--- src/rtl/conv_clk_prescaler_pkg.sv ---
package conv_clk_prescaler_pkg;
  // Strobes passed from the modulus control to the toggle datapath.
  typedef struct packed {
    logic clear; // synchronous restart of the output phase
    logic tick;  // one-cycle terminal pulse of the first stage
  } stageStrobes_t;
endpackage

--- src/rtl/conv_clk_ctrl.sv ---
module conv_clk_ctrl
  import conv_clk_prescaler_pkg::*;
#(
  parameter int SEL_W     = 5,
  parameter int RESET_SEL = 1
) (
  input  logic             clk,
  input  logic             rstN,
  input  logic [SEL_W-1:0] divSel,
  input  logic             divWrite,
  output stageStrobes_t    strobes
);
  localparam logic [SEL_W-1:0] SEL_ONE   = SEL_W'(1);
  localparam logic [SEL_W-1:0] SEL_RESET = SEL_W'(RESET_SEL);

  logic [SEL_W-1:0] fieldQ;
  logic [SEL_W-1:0] countQ;
  logic [SEL_W-1:0] limit;

  // A zero select is reserved and is mapped onto the smallest ratio.
  always_comb begin
    limit = (fieldQ == '0) ? SEL_ONE : fieldQ;
  end

  always_comb begin
    strobes.clear = divWrite;
    strobes.tick  = !divWrite && (countQ == limit);
  end

  always_ff @(posedge clk or negedge rstN) begin
    if (!rstN) begin
      fieldQ <= SEL_RESET;
      countQ <= '0;
    end else if (divWrite) begin
      fieldQ <= divSel;
      countQ <= '0;
    end else if (countQ == limit) begin
      countQ <= '0;
    end else begin
      countQ <= countQ + SEL_ONE;
    end
  end

  // the count never passes the active modulus limit.
  a_r2_count_in_range: assert property (@(posedge clk) disable iff (!rstN)
    countQ <= limit);

  // the held select only moves on a write.
  a_r7_field_held: assert property (@(posedge clk) disable iff (!rstN)
    !divWrite |=> $stable(fieldQ));

  // a write restarts the count from zero.
  a_r6_write_restarts: assert property (@(posedge clk) disable iff (!rstN)
    divWrite |=> countQ == '0);
endmodule

--- src/rtl/conv_clk_toggle.sv ---
module conv_clk_toggle
  import conv_clk_prescaler_pkg::*;
(
  input  logic          clk,
  input  logic          rstN,
  input  stageStrobes_t strobes,
  output logic          clkOut,
  output logic          riseEn
);
  logic togQ;
  logic riseQ;

  always_ff @(posedge clk or negedge rstN) begin
    if (!rstN) begin
      togQ  <= 1'b0;
      riseQ <= 1'b0;
    end else if (strobes.clear) begin
      togQ  <= 1'b0;
      riseQ <= 1'b0;
    end else begin
      if (strobes.tick) togQ <= !togQ;
      riseQ <= strobes.tick && !togQ;
    end
  end

  assign clkOut = togQ;
  assign riseEn = riseQ;

  // the output only moves on a terminal pulse or a restart.
  a_r4_toggle_on_tick: assert property (@(posedge clk) disable iff (!rstN)
    (!strobes.tick && !strobes.clear) |=> $stable(togQ));

  // the enable sits on the first high cycle and lasts one cycle.
  a_r5_rise_aligned: assert property (@(posedge clk) disable iff (!rstN)
    $rose(togQ) |-> riseQ);
  a_r5_rise_single: assert property (@(posedge clk) disable iff (!rstN)
    riseQ |=> !riseQ);

  // a restart leaves the output low in the next cycle.
  a_r6_clear_low: assert property (@(posedge clk) disable iff (!rstN)
    strobes.clear |=> (!togQ && !riseQ));
endmodule

--- src/rtl/conv_clk_prescaler.sv ---
module conv_clk_prescaler
  import conv_clk_prescaler_pkg::*;
#(
  parameter int SEL_W     = 5,
  parameter int RESET_SEL = 1
) (
  input  logic             clk,
  input  logic             rstN,
  input  logic [SEL_W-1:0] divSel,
  input  logic             divWrite,
  output logic             clkOut,
  output logic             riseEn
);
  stageStrobes_t strobes;

  conv_clk_ctrl #(
    .SEL_W    (SEL_W),
    .RESET_SEL(RESET_SEL)
  ) ctrl (
    .clk     (clk),
    .rstN    (rstN),
    .divSel  (divSel),
    .divWrite(divWrite),
    .strobes (strobes)
  );

  conv_clk_toggle stage2 (
    .clk    (clk),
    .rstN   (rstN),
    .strobes(strobes),
    .clkOut (clkOut),
    .riseEn (riseEn)
  );

  // nothing leaves the block in the cycle after reset.
  a_r1_reset_quiet: assert property (@(posedge clk)
    !rstN |=> (!clkOut && !riseEn));
endmodule

--- config.mk ---
export PLATFORM = sky130hd
export DESIGN_NAME = conv_clk_prescaler
export DESIGN_NICKNAME = d
export VERILOG_FILES = /design/src/rtl/conv_clk_prescaler_pkg.sv /design/src/rtl/conv_clk_ctrl.sv /design/src/rtl/conv_clk_toggle.sv /design/src/rtl/conv_clk_prescaler.sv
export SDC_FILE = /design/constraint.sdc
export NUM_CORES = 1
export LEC_CHECK = 0
export BUFFER_PORTS_ARGS = -buffer_cell sky130_fd_sc_hd__buf_4
export CORE_MARGIN = 2
export CORE_UTILIZATION = 40
export DETAILED_ROUTE_END_ITERATION = 7
export PLACE_DENSITY = 0.68
export SYNTH_ARGS = -nofsm -noshare
export SYNTH_HDL_FRONTEND = slang
export SYNTH_SLANG_ARGS = --single-unit
--- constraint.sdc ---
create_clock -name clk -period 1.6 [get_ports clk]
set_input_delay 0.24 -clock clk [delete_from_list [all_inputs] [get_ports clk]]
set_output_delay 0.24 -clock clk [all_outputs]
set_load 0.01 [all_outputs]
**After elaboration in Yosys (flattened, before gate mapping)**

Index checks and enable logic that the tools add are counted.

- Bits in registers: 12
- Input bits: 8
- Output and inout bits: 2
- Word-level logic and storage cells: 18

- Add/subtract/negate cells: 1
- Equality and inequality tests: 1
- Multiplexer cells: 6
- Reductions and logical operators: 6

Operators by type and width:

| kind | count |
|---|---|
| $mux W5 | 3 |
| $add A5 B1 Y5 const B | 1 |
| $eq A5 B5 Y1 | 1 |
| $logic_not A5 Y1 | 1 |
| $mux W1 | 3 |
| $logic_and A1 B1 Y1 | 2 |
| $logic_not A1 Y1 | 2 |
| $reduce_bool A2 Y1 | 1 |

**Logic depth before layout (Yosys ltp)**

- Depth in word-level cells: 6
- Gate-level depth with buffers: 4
- Gate-level depth less buffers: 4

**By module**

From an unflattened synthesis, not the netlist that was laid out.

- Cells, all modules: 44
- Area, all modules: 554.3 µm²

By module, submodules not included:

| module | times used | cells each | area an instance (µm²) | seq. area each (µm²) |
|---|---|---|---|---|
| conv_clk_ctrl | 1 | 39 | 484.2 | 251.5 |
| conv_clk_toggle | 1 | 5 | 70.1 | 50.0 |

**Worst setup path before layout**

OpenSTA, ideal clock, no wires.

- Path kind: register to register
- From: register ctrl.fieldQ[4]
- To: register stage2.riseQ (netlist: stage2.riseEn)
- Setup time: 0.080 ns
- Arrival: 1.318 ns
- Data required time: 1.520 ns
- Path slack: 0.202 ns
- Cell stages (with the launch flop): 5
- Path buffers: 0
- Clock period less this slack: 1.398 ns
- Cells stage by stage: dfrtp_1 > xor2_1 > nor4_4 > a21boi_4 > nor3b_2

- Word-level cells in the longest chain between the ends: 6

Ends and longest elaborated chain:

| what | RTL line | RTL |
|---|---|---|
| start, declared | conv_clk_ctrl.sv:16 | `logic [SEL_W-1:0] fieldQ;` |
| start signal, assigned | conv_clk_ctrl.sv:35 | `fieldQ <= divSel;` |
| $logic_not A5 Y1 | conv_clk_ctrl.sv:22 | `limit = (fieldQ == '0) ? SEL_ONE : fieldQ;` |
| $mux W5 (*) | conv_clk_ctrl.sv:22 |  |
| $eq A5 B5 Y1 (*) | conv_clk_ctrl.sv:27 | `strobes.tick = !divWrite && (countQ == limit);` |
| $logic_and A1 B1 Y1 (*) | conv_clk_ctrl.sv:27 |  |
| $logic_and A1 B1 Y1 (*) | conv_clk_toggle.sv:22 | `riseQ <= strobes.tick && !togQ;` |
| $mux W1 (*) | conv_clk_toggle.sv:17 | `end else if (strobes.clear) begin` |
| end signal, assigned | conv_clk_toggle.sv:22 |  |
| end, declared | conv_clk_toggle.sv:11 | `logic riseQ;` |

Mark *: on every way between the ends. The rest lies on a longest branch, timed or not.
A chain may end at the register's enable or synchronous reset.

**Worst setup path after layout**

Ends and elaborated chain as after synthesis.

==> summary.txt <==
Cell Area, Placed = 712 µm²
Clk sinks = 12
DIE HEIGHT = 43.4 µm
Arrival @ worst endpoint = 1.71 ns
Leakage = 0.335 nW
DP Wirelength = 731 µm
Synth top area share = 44.4%
Inst Count DP = 75
Sequential cell area fraction in the yosys report = 48.6%
GPL Wtd Cong = 0.824
Final hold vios = 0
Non-filler instance count after layout = 80
Bufs on Longest Clock Path = 2
I/O Buffers = 9
Io pins = 10
PD cells = 959 mW/mm²
RSZ-0062 raised after global routing = yes
Slew of the pin with the lowest slew margin = 0.280 ns
Crit path launch type = flip-flop
Max cap viols = 0
Avg Inst Size Synth = 12.4 µm²
Drt first pass iters = 4
Ranking of synthesized cells by area = dfrtp_1 (44%), mux2_2 (9.1%), xor2_1 (8.5%), nor3_1 (4.8%), dfstp_2 (4.2%)
Final instance area = 761 µm²
Number of global-route vias before repair = 450
Slew Limit Fails = 0
Total Wirelength = 1020 µm
Min cycle time layout = 1.51 ns
Highest Clock Rate = 663 MHz
Seq pwr share = 50.1%
Critical path type = reg2reg
Peak fanout along the critical path = 6
Netlist cell types = 22
Post-synthesis register bit count = 12
Initial antenna violation count = 0
Clock Power Share = 33.6%
Largest net degree at the start of global routing = 17
CTS tree = done
DRC = 0
Area grow syn2layout = 22.6%
Clk pin slew, worst setup/hold paths = 0.08 ns
Starting density of the core = 42.2%
DR vias/cell = 5.35
Clk_lat worst skew = 0.28 ns
Root buf cell = clkbuf_4
Data required, critical path = 1.80 ns
Logic pwr share = 16.3%
Grt total ovfl = 0
Core box area = 0.00147 mm²
Htree depth = 1
Setup crit end kind = flip-flop
DR vias = 428
Global-route wire length before repair = 1870 µm
Row Count = 14
Iteration-0 DRC Markers = 5
P_int = 534 µW
Die Area = 0.00188 mm²
Number of nets still failing antenna checks after routing = 0
Die width = 43.4 µm
Mapped Cells = 50
Diode count = 0
Fin util = 51.7%
GRT Overall Usage = 13.7%
NetSw = 195 µW
Sw Ratio = 26.8%
Num CTS Buffers = 3
Final Setup Violations = 0
Relative slew slack = 81.2%
WL/cell = 12.8 µm
Layout cells sized above 1 = 39.1%
Worst hold path type = in2reg
Dominant cell type by area after synthesis = dfrtp_1
Synth Net Count = 59
Tcrit/Tclk final = 94.3%
Skew final = 0.00260 ns
Max VDD drop = 491 µV
Synth Cell Area = 621 µm²
Status = finished clean
Nets = 74
Ys Warns = 0
==> registers in the layout, summed over array words and instances, names as in the netlist <==
signal,flops
ctrl.fieldQ,5
ctrl.countQ,5
stage2.riseEn,1
stage2.clkOut,1
==> worst paths after layout <==
| path | start | slack, ns | cells after the start | endpoint |
|---|---|---|---|---|
| max | ctrl.fieldQ[4]$_DFFE_PN0P_ | 0.09 | 4 | stage2.riseEn$_DFF_PN0_ |
| min | divSel[2] | 0.19 | 2 | ctrl.fieldQ[2]$_DFFE_PN0P_ |
| max reg2reg | ctrl.fieldQ[4]$_DFFE_PN0P_ | 0.09 | 4 | stage2.riseEn$_DFF_PN0_ |
| min reg2reg | ctrl.fieldQ[4]$_DFFE_PN0P_ | 0.58 | 1 | ctrl.fieldQ[4]$_DFFE_PN0P_ |
| max in group asynchronous | rstN | 1.05 | 2 | ctrl.fieldQ[0]$_DFFE_PN1P_ |
| min in group asynchronous | rstN | 0.33 | 2 | ctrl.countQ[0]$_DFF_PN0_ |
==> cells in the final DEF, fill, tap and decap left out, types with 2 or more instances in the layout <==
| master | synthesis | final |
|---|---|---|
| dfrtp_1 | 11 | 11 |
| nor3_1 | 6 | 6 |
| xor2_1 | 6 | 6 |
| clkbuf_4 | 0 | 3 |
| nand3b_1 | 2 | 2 |
| nor3b_1 | 2 | 2 |
| nand3_1 | 2 | 2 |
| buf_4 | 0 | 10 |
| mux2_2 | 5 | 5 |
==> worst max-delay path, stage by stage (launching register included) <==
cell and delay, ns:
dfrtp_1 0.41, xor2_1 0.19, nor4_4 0.35, a21boi_4 0.30, nor3b_2 0.19
==> cells in the mapped netlist (all sizes together) <==
cell type	number
dfstp	1
mux2	5
clkbuf	1
o211a	1
nor4	2
o21ai	1
xor2	6
nand3	2
dfrtp	11
nor3b	3
inv	1
nor3	6
xnor2	1
a311oi	1
nand3b	2
or3	1
o311ai	1
a21boi	1
ha	1
nor2	2
==> metal layers <==
layer  share of wire, %  vias to the layer above  track usage (%)
met2                 44                       12             20.3
met4                2.3                        0             7.27
met3                4.9                        2             3.75
met5                  0                        -                0
li1                   -                      215                -
met1                 49                      199             18.4
==> layout make-up <==
cell class	count	area (µm²)
repair buffers	11	85.1
multi-input cells	36	314
fillers	144	711
inverters	1	3.75
clock buffers	4	36.3
flip-flops and latches	12	302
well taps	16	20.0
==> power groups by stage <==
stage               clock, mW  combinational [mW]  sequential (mW)
floorplan                   0              0.0786            0.365
global placement            0               0.116            0.370
detailed placement          0               0.117            0.371
CTS                     0.249               0.119            0.365
global route            0.258               0.134            0.371
finish                  0.245               0.119            0.366
==> kinds of logic after synthesis <==
logic type | after synthesis | synth area share (%)
and+or+nand+nor | 18 | 21.0
DFF | 12 | 48.6
xor gates and xnor gates | 7 | 9.88
AOI/OAI and AO/OA | 5 | 8.27
muxes | 5 | 9.07
buffers and inverters | 2 | 1.21
adders and majority gates | 1 | 2.02
==> metrics by stage <==
step                setup WS, ns  power (mW)  hold WS [ns]  TNS, ns
floorplan                  0.202       0.444       -0.0556        0
global placement           0.150       0.487        0.0863        0
detailed placement         0.104       0.488        0.0857        0
CTS                       0.0817       0.733         0.186        0
global route             -0.0307       0.763         0.187  -0.0307
finish                    0.0917       0.729         0.188        0
==> timing repair <==
action / 4_1_cts / 5_1_grt
setup buffers: 0 / 0
hold buffers: 1 / 0
hold endpoints to repair: 12 / 0
resized for setup: 0 / 1
setup endpoints to repair: 0 / 2
No activity file was read; power rests on OpenSTA's default activity.
